`config.mk`:
```
export PLATFORM = sky130hd
export DESIGN_NAME = perf_counter_bank
export DESIGN_NICKNAME = d
export VERILOG_FILES = /design/src/rtl/pcb_pkg.sv /design/src/rtl/pcb_counter.sv /design/src/rtl/pcb_bitmap.sv /design/src/rtl/perf_counter_bank.sv
export SDC_FILE = /design/constraint.sdc
export NUM_CORES = 1
export LEC_CHECK = 0
export BUFFER_PORTS_ARGS = -buffer_cell sky130_fd_sc_hd__buf_2
export CELL_PAD_IN_SITES_DETAIL_PLACEMENT = 1
export CELL_PAD_IN_SITES_GLOBAL_PLACEMENT = 2
export CORE_AREA = 5 5 282 284
export CTS_CLUSTER_DIAMETER = 50
export DETAILED_ROUTE_END_ITERATION = 10
export DIE_AREA = 0 0 287 289
export GPL_TIMING_DRIVEN = 1
export PLACE_DENSITY_LB_ADDON = 0.12
export SETUP_SLACK_MARGIN = 0.02
export SYNTH_ARGS = -nofsm -noshare
export SYNTH_HDL_FRONTEND = slang
export SYNTH_HIERARCHICAL = 1
export SYNTH_SLANG_ARGS = --single-unit
```
`constraint.sdc`:
```
create_clock -name clk -period 4.2 [get_ports clk]
set_clock_uncertainty 0.2 [all_clocks]
set_input_delay 0.84 -clock clk [delete_from_list [all_inputs] [get_ports clk]]
set_output_delay 0.84 -clock clk [all_outputs]
set_load 0.01 [all_outputs]
```
`src/rtl/pcb_pkg.sv`:
```
package pcb_pkg;
  localparam logic [11:0] A_CCFILT    = 12'h47C;
  localparam logic [11:0] A_CNTEN_SET = 12'hC00;
  localparam logic [11:0] A_CNTEN_CLR = 12'hC20;
  localparam logic [11:0] A_INTEN_SET = 12'hC40;
  localparam logic [11:0] A_INTEN_CLR = 12'hC60;
  localparam logic [11:0] A_OVF_CLR   = 12'hC80;
  localparam logic [11:0] A_OVF_SET   = 12'hCC0;
  localparam logic [11:0] A_CFG       = 12'hE00;
  localparam logic [11:0] A_CTRL      = 12'hE04;
  localparam logic [11:0] A_ID        = 12'hE08;
  localparam int          CYC_IDX     = 31;
  localparam int          MAP_W       = 32;

  // control register write fields
  typedef struct packed {
    logic clr_cyc;
    logic clr_evt;
    logic run;
  } ctrl_wr_t;
endpackage

```
`src/rtl/pcb_counter.sv`:
```
module pcb_counter #(
  parameter int W = 32
) (
  input  logic         clk,
  input  logic         rst,
  input  logic         clr,
  input  logic         inc,
  input  logic         wr_en,
  input  logic         wr_hi,
  input  logic [31:0]  wr_data,
  output logic [W-1:0] cnt,
  output logic         wrap
);
  logic [63:0] merged;

  // replace the addressed 32-bit word of the count
  always_comb begin
    merged = 64'(cnt);
    if (wr_hi) merged[63:32] = wr_data;
    else       merged[31:0]  = wr_data;
  end

  // a bus write or a clear overrides the increment, so no wrap then
  assign wrap = inc & ~wr_en & ~clr & (&cnt);

  always_ff @(posedge clk) begin
    if (rst || clr)  cnt <= '0;
    else if (wr_en)  cnt <= merged[W-1:0];
    else if (inc)    cnt <= cnt + W'(1);
  end
endmodule

```
`src/rtl/pcb_bitmap.sv`:
```
module pcb_bitmap #(
  parameter int           W    = 32,
  parameter logic [W-1:0] MASK = '1
) (
  input  logic         clk,
  input  logic         rst,
  input  logic         set_we,
  input  logic         clr_we,
  input  logic [W-1:0] wdata,
  input  logic [W-1:0] hw_set,
  output logic [W-1:0] q
);
  logic [W-1:0] clr_bits, set_bits;

  assign clr_bits = clr_we ? wdata : '0;
  assign set_bits = set_we ? wdata : '0;

  // hardware set is applied after software clear: a same-cycle event wins
  always_ff @(posedge clk) begin
    if (rst) q <= '0;
    else     q <= ((q & ~clr_bits) | set_bits | hw_set) & MASK;
  end
endmodule

```
`src/rtl/perf_counter_bank.sv`:
```
module perf_counter_bank
  import pcb_pkg::*;
#(
  parameter int          NUM_CTR = 4,
  parameter int          CTR_W   = 32,
  parameter int          HAS_CYC = 1,
  parameter int          FLT_W   = 32,
  parameter logic [31:0] ID_VAL  = 32'h0002_A51C
) (
  input  logic               clk,
  input  logic               rst,
  input  logic               bus_sel,
  input  logic               bus_we,
  input  logic [11:0]        bus_addr,
  input  logic [31:0]        bus_wdata,
  output logic [31:0]        bus_rdata,
  output logic               bus_rvalid,
  input  logic [NUM_CTR-1:0] evt_in,
  output logic               irq_o
);
  localparam bit WIDE  = (CTR_W > 32);
  localparam int TOTAL = NUM_CTR + ((HAS_CYC != 0) ? 1 : 0);
  localparam logic [31:0] CFG_VAL = {17'd0, (HAS_CYC != 0), 6'(CTR_W - 1), 8'(TOTAL - 1)};

  function automatic logic [MAP_W-1:0] impl_mask();
    logic [MAP_W-1:0] m = '0;
    for (int i = 0; i < NUM_CTR; i++) m[i] = 1'b1;
    if (HAS_CYC != 0) m[CYC_IDX] = 1'b1;
    return m;
  endfunction
  localparam logic [MAP_W-1:0] IMPL = impl_mask();

  function automatic logic [31:0] pick_word(input logic [CTR_W-1:0] v, input logic hi);
    logic [63:0] e = 64'(v);
    return hi ? e[63:32] : e[31:0];
  endfunction

  // ---------------- decode ----------------
  logic       wr, rd, ctr_reg, typ_reg, flt_reg, ctr_hi;
  logic [7:0] ctr_idx;
  logic [4:0] cfg_idx;
  ctrl_wr_t   cw;

  assign wr      = bus_sel & bus_we;
  assign rd      = bus_sel & ~bus_we;
  assign ctr_reg = (bus_addr[11:10] == 2'b00);
  assign typ_reg = (bus_addr[11:7] == 5'b01000);
  assign flt_reg = (bus_addr[11:7] == 5'b10100);
  assign ctr_idx = WIDE ? {1'b0, bus_addr[9:3]} : bus_addr[9:2];
  assign ctr_hi  = WIDE & bus_addr[2];
  assign cfg_idx = bus_addr[6:2];
  assign cw      = (wr && bus_addr == A_CTRL) ? ctrl_wr_t'(bus_wdata[2:0]) : '0;

  // ---------------- control ----------------
  logic run_q;
  always_ff @(posedge clk) begin
    if (rst)                          run_q <= 1'b0;
    else if (wr && bus_addr == A_CTRL) run_q <= cw.run;
  end

  // ---------------- bitmaps ----------------
  logic [MAP_W-1:0] cnten_q, inten_q, ovf_q, hw_ovf;

  pcb_bitmap #(.W(MAP_W), .MASK(IMPL)) u_cnten (
    .clk(clk), .rst(rst),
    .set_we(wr && bus_addr == A_CNTEN_SET), .clr_we(wr && bus_addr == A_CNTEN_CLR),
    .wdata(bus_wdata), .hw_set('0), .q(cnten_q));

  pcb_bitmap #(.W(MAP_W), .MASK(IMPL)) u_inten (
    .clk(clk), .rst(rst),
    .set_we(wr && bus_addr == A_INTEN_SET), .clr_we(wr && bus_addr == A_INTEN_CLR),
    .wdata(bus_wdata), .hw_set('0), .q(inten_q));

  pcb_bitmap #(.W(MAP_W), .MASK(IMPL)) u_ovf (
    .clk(clk), .rst(rst),
    .set_we(wr && bus_addr == A_OVF_SET), .clr_we(wr && bus_addr == A_OVF_CLR),
    .wdata(bus_wdata), .hw_set(hw_ovf), .q(ovf_q));

  // ---------------- general counters ----------------
  logic [CTR_W-1:0] ev_cnt [NUM_CTR];
  logic [FLT_W-1:0] ev_typ [NUM_CTR];
  logic [FLT_W-1:0] ev_flt [NUM_CTR];
  logic [NUM_CTR-1:0] ev_wrap;

  for (genvar g = 0; g < NUM_CTR; g++) begin : g_ctr
    pcb_counter #(.W(CTR_W)) u_cnt (
      .clk(clk), .rst(rst), .clr(cw.clr_evt),
      .inc(run_q & cnten_q[g] & evt_in[g]),
      .wr_en(wr & ctr_reg & (ctr_idx == 8'(g))),
      .wr_hi(ctr_hi), .wr_data(bus_wdata),
      .cnt(ev_cnt[g]), .wrap(ev_wrap[g]));

    always_ff @(posedge clk) begin
      if (rst) begin
        ev_typ[g] <= '0;
        ev_flt[g] <= '0;
      end else begin
        if (wr && typ_reg && cfg_idx == 5'(g)) ev_typ[g] <= bus_wdata[FLT_W-1:0];
        if (wr && flt_reg && cfg_idx == 5'(g)) ev_flt[g] <= bus_wdata[FLT_W-1:0];
      end
    end
  end

  // ---------------- cycle counter ----------------
  logic [CTR_W-1:0] cyc_cnt;
  logic [FLT_W-1:0] cyc_flt;
  logic             cyc_wrap;

  if (HAS_CYC != 0) begin : g_cyc
    pcb_counter #(.W(CTR_W)) u_cnt (
      .clk(clk), .rst(rst), .clr(cw.clr_cyc),
      .inc(run_q & cnten_q[CYC_IDX]),
      .wr_en(wr & ctr_reg & (ctr_idx == 8'(CYC_IDX))),
      .wr_hi(ctr_hi), .wr_data(bus_wdata),
      .cnt(cyc_cnt), .wrap(cyc_wrap));

    always_ff @(posedge clk) begin
      if (rst)                          cyc_flt <= '0;
      else if (wr && bus_addr == A_CCFILT) cyc_flt <= bus_wdata[FLT_W-1:0];
    end
  end else begin : g_no_cyc
    assign cyc_cnt  = '0;
    assign cyc_flt  = '0;
    assign cyc_wrap = 1'b0;
  end

  always_comb begin
    hw_ovf                = '0;
    hw_ovf[NUM_CTR-1:0]   = ev_wrap;
    hw_ovf[CYC_IDX]       = cyc_wrap;
  end

  // ---------------- interrupt ----------------
  always_ff @(posedge clk) begin
    if (rst) irq_o <= 1'b0;
    else     irq_o <= |(ovf_q & inten_q);
  end

  // ---------------- read path ----------------
  logic [31:0] rd_mux;
  always_comb begin
    rd_mux = '0;
    if (ctr_reg) begin
      for (int i = 0; i < NUM_CTR; i++)
        if (ctr_idx == 8'(i)) rd_mux = pick_word(ev_cnt[i], ctr_hi);
      if (HAS_CYC != 0 && ctr_idx == 8'(CYC_IDX)) rd_mux = pick_word(cyc_cnt, ctr_hi);
    end else if (typ_reg) begin
      for (int i = 0; i < NUM_CTR; i++)
        if (cfg_idx == 5'(i)) rd_mux = 32'(ev_typ[i]);
      if (HAS_CYC != 0 && cfg_idx == 5'(CYC_IDX)) rd_mux = 32'(cyc_flt);
    end else if (flt_reg) begin
      for (int i = 0; i < NUM_CTR; i++)
        if (cfg_idx == 5'(i)) rd_mux = 32'(ev_flt[i]);
    end else begin
      case (bus_addr)
        A_CNTEN_SET, A_CNTEN_CLR: rd_mux = cnten_q;
        A_INTEN_SET, A_INTEN_CLR: rd_mux = inten_q;
        A_OVF_CLR,   A_OVF_SET:   rd_mux = ovf_q;
        A_CFG:                    rd_mux = CFG_VAL;
        A_CTRL:                   rd_mux = {31'd0, run_q};
        A_ID:                     rd_mux = ID_VAL;
        default:                  rd_mux = '0;
      endcase
    end
  end

  always_ff @(posedge clk) begin
    if (rst) begin
      bus_rdata  <= '0;
      bus_rvalid <= 1'b0;
    end else begin
      bus_rvalid <= rd;
      if (rd) bus_rdata <= rd_mux;
    end
  end
endmodule

```
==> results of run 1 <==
==> final timing paths <==
path | startpoint | endpoint | slack (ns) | cells past startpoint
worst max-delay path | bus_addr[7] | g_ctr[1].u_cnt/cnt[3] | 0.62 | 9
worst min-delay path | cyc_flt[12] | cyc_flt[12] | 0.26 | 2
worst max register to register | run_q | g_cyc.u_cnt/cnt[17] | 1.11 | 7
worst min register to register | cyc_flt[12] | cyc_flt[12] | 0.26 | 2
==> critical path: cells and delay by family <==
| family | cells | cell delay (ns) |
|---|---|---|
| buffers and inverters | 1 | 0.17 |
| AND/OR/NAND/NOR | 5 | 2.45 |
| AO/OA/AOI/OAI | 3 | 0.42 |
==> cell usage in the layout, fill, tap and decap left out, drive strengths merged, types with 41 or more instances in the layout <==
cell type and instances:
nand2 226, dfxtp 242, buf 224, nor3 63, o22ai 41, a21oi 237, mux2i 60, edfxtp 256
clkbuf 106, o21ai 182, nor2 200, and3 94, conb 116, nand3 91, nand4 49, and2 288
a211oi 48
==> per-stage QoR <==
step / hold slack, ns / total power [mW] / instance area, µm²
after floorplan: 0.236 / 5.81 / 28500
after global placement: 0.241 / 6.25 / 30100
after detailed placement: 0.248 / 6.27 / 30100
after CTS: 0.256 / 13.3 / 33000
after global routing: 0.269 / 13.6 / 33000
final: 0.255 / 13.2 / 33000
==> state kept, by name, indices dropped and copies added, names as in the netlist, 5 cells and up <==
register / count
u_inten/q: 5
g_cyc.u_cnt/cnt: 32
ev_typ: 128
u_ovf/q: 5
bus_rdata: 32
ev_flt: 128
cyc_flt: 32
g_ctr.u_cnt/cnt: 128
u_cnten/q: 5
==> kinds of logic (layout without fill, tap and decap cells) <==
family / after synthesis / in the layout / share of synthesized area
compound gates: 851 / 851 / 0.203
xor+xnor: 25 / 25 / 0.00780
fa+ha+maj: 5 / 5 / 0.00223
buf+inv: 281 / 388 / 0.0535
flops: 498 / 498 / 0.446
mux: 118 / 118 / 0.0607
other cells: 4 / 120 / 0.000534
simple gates: 1135 / 1135 / 0.226
==> power groups by stage <==
| stage | clock network, mW | logic, mW | registers (mW) |
|---|---|---|---|
| floorplan | 0 | 0.424 | 5.39 |
| global placement | 0 | 0.847 | 5.40 |
| detailed placement | 0 | 0.857 | 5.41 |
| CTS | 7.13 | 0.860 | 5.31 |
| global route | 7.35 | 0.910 | 5.32 |
| finish | 7.04 | 0.877 | 5.31 |
==> final cells by class <==
cell class,count,area [µm²],share of cell area
diodes,4,10.0,0.000303
clock buffers,106,2320,0.0702
clock inverters,45,556,0.0168
inverters,13,48.8,0.00148
multi-input cells,2250,14600,0.442
flip-flops and latches,498,12500,0.380
well taps,1040,1300,0.0394
repair buffers,224,1660,0.0502
==> per-layer routing <==
layer / up-vias / share of wire / GRT usage
met5: - / 0.00017 / 0
met4: 4 / 0.035 / 0.0990
met3: 238 / 0.090 / 0.0665
met2: 1205 / 0.44 / 0.484
met1: 13600 / 0.43 / 0.438
li1: 11200 / - / -
==> flow_metrics.env, run 1 <==
export IMPL_start_util=0.366
export IMPL_p_clk_frac=0.532
export IMPL_avgSynthCellArea_um2=9.63
export IMPL_drv_slew=0
export IMPL_cts_hold_buf=0
export IMPL_synth_top_area_cell="edfxtp_1"
export IMPL_synth_most_common_cell="and2_1"
export IMPL_grt_start_max_net_pins=64
export IMPL_fmax_ghz=0.279
export IMPL_utilization=0.430
export IMPL_synth_area_leaders="edfxtp_1 27%, dfxtp_1 17%, and2_1 6.4%"
export IMPL_synth_edf_count=256
export IMPL_yosysTopAreaCellShare=0.274
export IMPL_io_pins=86
export IMPL_cap_violations=0
export IMPL_routed_via_density=6.28
export IMPL_critPathSlowestCell="and2_1"
export IMPL_sequentialPowerShare=0.402
export IMPL_cts_made_buffers=81
export IMPL_p_sw_frac=0.254
export IMPL_vias=26300
export IMPL_arrival_ns=3.90
export IMPL_yosysWarnings=6
export IMPL_overflow=0
export IMPL_period_share=0.853
export IMPL_antenna_found_initial=11
export IMPL_critPathLaunchType="input port"
export IMPL_insertion_delay_ns=0.64
export IMPL_wirelength_um=133000
export IMPL_leakagePower_nw=11.8
export IMPL_final_antenna_net_count=0
export IMPL_first_pass_iters=6
export IMPL_hold_viol=0
export IMPL_crit_type="input port to flop"
export IMPL_synthDistinctLibCells=81
export IMPL_hold_class="flop to flop"
export IMPL_setup_tns_ns=0
export IMPL_worstMarginPinSlew_ns=1.36
export IMPL_die_w_um=287
export IMPL_io_buffers=85
export IMPL_ir_drop_mv=0.253
export IMPL_postCtsSetupBuffers=0
export IMPL_critical_path_max_stage_delay_ns=0.81
export IMPL_core_area_um2=76800
export IMPL_cts_sinks=498
export IMPL_drive_gt1_frac=0.162
export IMPL_die_h_um=289
export IMPL_finalWeightedCongestion=0.936
export IMPL_final_setup_viol_count=0
export IMPL_place_inst=4025
export IMPL_outcome="complete, no violations"
export IMPL_maxSlewHeadroom=0.0882
export IMPL_cts_resized=0
export IMPL_fin_nets=3125
export IMPL_root_buffer="clkbuf_16"
export IMPL_clk_path_buf_depth=3
export IMPL_dp_hpwl_um=92600
export IMPL_syn_area_um2=28100
export IMPL_period_needed_ns=3.58
export IMPL_fin_cells=4180
export IMPL_path_cells="buf_2 -> nor4bb_1 -> nand3_1 -> nor3_1 -> and2_1 -> nor2_1 -> o21ai_0 -> a21oi_1 -> o21a_1"
export IMPL_grt_pass1_wl_um=190000
export IMPL_htree_levels=3
export IMPL_die_area_um2=82900
export IMPL_drc=0
export IMPL_crit_required_ns=4.52
export IMPL_dp_slack_ns=0.125
export IMPL_worstPathMaxFanout=19
export IMPL_synth_ff_type="edfxtp_1"
export IMPL_tritoncts="yes"
export IMPL_first_global_vias=26100
export IMPL_ys_seq_area_frac=0.446
export IMPL_area_delta_synth_final_pct=17.5
export IMPL_rows=102
export IMPL_finalWorstSetupSlack_ns=0.619
export IMPL_grtUsageTotal=0.312
export IMPL_ys_async_sr_fraction=0
export IMPL_wl_per_cell_um=31.9
export IMPL_pwr_share_comb=0.066
export IMPL_rsz0062_at_grt="no"
export IMPL_p_sw_mw=3.36
export IMPL_synth_common_cells="288 x and2_1, 256 x edfxtp_1, 242 x dfxtp_1, 236 x a21oi_1, 220 x nand2_1"
export IMPL_synthCells=2917
export IMPL_clkTransAtPathRegs_ns=0.05
export IMPL_end_kind="flop"
export IMPL_n_fill_cell=8710
export IMPL_power_density_nw_per_um2=401
export IMPL_yosys_register_bits=498
export IMPL_intPower_mw=9.86
export IMPL_drt_iter0_markers=3143
Note: power is estimated with default switching activity, not from simulation.
==> run 2: changes to the inputs <==
Settings changed: BUFFER_PORTS_ARGS -buffer_cell sky130_fd_sc_hd__buf_2 to not set, CORE_AREA 5 5 282 284 to 5 5 278 280, DIE_AREA 0 0 287 289 to 0 0 283 285, DONT_BUFFER_PORTS set to 1.
==> run 2 against run 1 <==
  * Fmax increased by 14%
  * Power barely moved
  * Sequential power is essentially flat
  * Critical path depth shrank 1
  * Count of clock-buffer cells in the layout fell by 8
  * Worst hold slack worse by 0.16 ns
  * Combinational power is 39% lower
  * Wire length up 0.45%
  * Cell area down 2.4%
  * Largest power group unchanged
==> flow_metrics.env, run 2 (synthesized netlist as in run 1, its figures left out) <==
export IMPL_dp_hpwl_um=91500
export IMPL_die_w_um=283
export IMPL_first_pass_iters=7
export IMPL_drc=0
export IMPL_io_pins=86
export IMPL_cap_violations=0
export IMPL_ir_drop_mv=0.303
export IMPL_hold_viol=0
export IMPL_htree_levels=3
export IMPL_cts_made_buffers=81
export IMPL_power_mw=13.2
export IMPL_wirelength_um=134000
export IMPL_final_cell_mix="287 x and2_1, 256 x edfxtp_1, 242 x dfxtp_1"
export IMPL_root_buffer="clkbuf_16"
export IMPL_wl_per_cell_um=33.7
export IMPL_period_share=0.747
export IMPL_antenna_found_initial=12
export IMPL_critPathLaunchType="input port"
export IMPL_first_global_vias=25300
export IMPL_drv_slew=0
export IMPL_final_antenna_net_count=0
export IMPL_worst_hold_slack_ns=0.0992
export IMPL_rows=100
export IMPL_fin_nets=3000
export IMPL_fmax_ghz=0.319
export IMPL_tritoncts="yes"
export IMPL_crit_type="input port to flop"
export IMPL_crit_required_ns=4.57
export IMPL_clkTransAtPathRegs_ns=0.06
export IMPL_power_density_nw_per_um2=410
export IMPL_leakagePower_nw=11.2
export IMPL_cts_resized=0
export IMPL_die_area_um2=80700
export IMPL_vias=25900
export IMPL_cts_hold_buf=0
export IMPL_maxSlewHeadroom=0.111
export IMPL_setup_tns_ns=0
export IMPL_die_h_um=285
export IMPL_area_delta_synth_final_pct=14.7
export IMPL_outcome="complete, no violations"
export IMPL_final_setup_viol_count=0
export IMPL_cts_sinks=498
export IMPL_insertion_delay_ns=0.64
export IMPL_rsz0062_at_grt="no"
export IMPL_arrival_ns=3.51
export IMPL_grt_start_max_net_pins=104
export IMPL_final_common_cell="and2_1"
export IMPL_drt_iter0_markers=3190
export IMPL_routed_via_density=6.49
export IMPL_worstMarginPinSlew_ns=1.33
export IMPL_reg_largest_list="ev_flt x128, ev_typ x128, g_ctr.u_cnt/cnt x128"
export IMPL_worstPathMaxFanout=102
export IMPL_core_area_um2=74200
export IMPL_grtUsageTotal=0.318
export IMPL_io_buffers=0
export IMPL_overflow=0
export IMPL_postCtsSetupBuffers=0
export IMPL_grt_pass1_wl_um=190000
export IMPL_start_util=0.379
export IMPL_utilization=0.434
export IMPL_end_kind="flop"
export IMPL_period_needed_ns=3.14
export IMPL_clk_path_buf_depth=3
export IMPL_hold_class="input port to flop"
export IMPL_finalWeightedCongestion=0.951
export IMPL_drive_gt1_frac=0.130
[run 2: layout make-up]
class | count | area (µm²)
Antenna cell | 4 | 10.0
Multi-Input combinational cell | 2250 | 14600
Timing Repair Buffer | 99 | 843
Fill cell | 8251 | 42000
Inverter | 13 | 48.8
Tap cell | 969 | 1210
Clock inverter | 53 | 724
Clock buffer | 98 | 2260
Sequential cell | 498 | 12500
[run 2: final timing paths]
kind                            cells past startpoint                   start                    end  slack, ns
worst max-delay path                                8             bus_addr[3]  g_ctr[1].u_cnt/cnt[3]       1.06
worst min register to register                      2             cyc_flt[15]            cyc_flt[15]       0.26
worst max register to register                      6  g_ctr[0].u_cnt/cnt[14]             u_ovf/q[0]       1.17
worst min-delay path                                1                     rst          bus_rdata[16]        0.1
[run 2: metrics by stage]
stage / setup WS, ns / instance area [µm²] / std cells
after floorplan: 0.190 / 28500 / 3029
after global placement: 0.627 / 29200 / 3829
after detailed placement: 0.372 / 29200 / 3829
after CTS: 1.10 / 32200 / 3980
after global routing: 1.01 / 32200 / 3980
final: 1.06 / 32200 / 3984
[run 2: power breakdown]
part	total [mW]	switching [mW]	leakage (nW)	internal [mW]
registers	5.32	0.0734	4.38	5.25
clock network	7.36	2.76	1.43	4.60
logic	0.538	0.351	5.42	0.187
[run 2: critical path, cell delays in order]
cell and delay, ns:
nand2b_1 0.31, nor3_1 0.15, and2_1 0.19, buf_4 0.21, nor2_1 1.03, o21ai_0 0.24, a21oi_1 0.21, o21a_1 0.14
[run 2: per-layer routing]
| metal | global-route usage | wire length (µm) | up-vias |
|---|---|---|---|
| met5 | 0 | 17 | - |
| met4 | 0.113 | 5180 | 2 |
| met3 | 0.0746 | 12500 | 236 |
| met2 | 0.479 | 57900 | 1256 |
| met1 | 0.450 | 58400 | 13400 |
| li1 | - | - | 11000 |
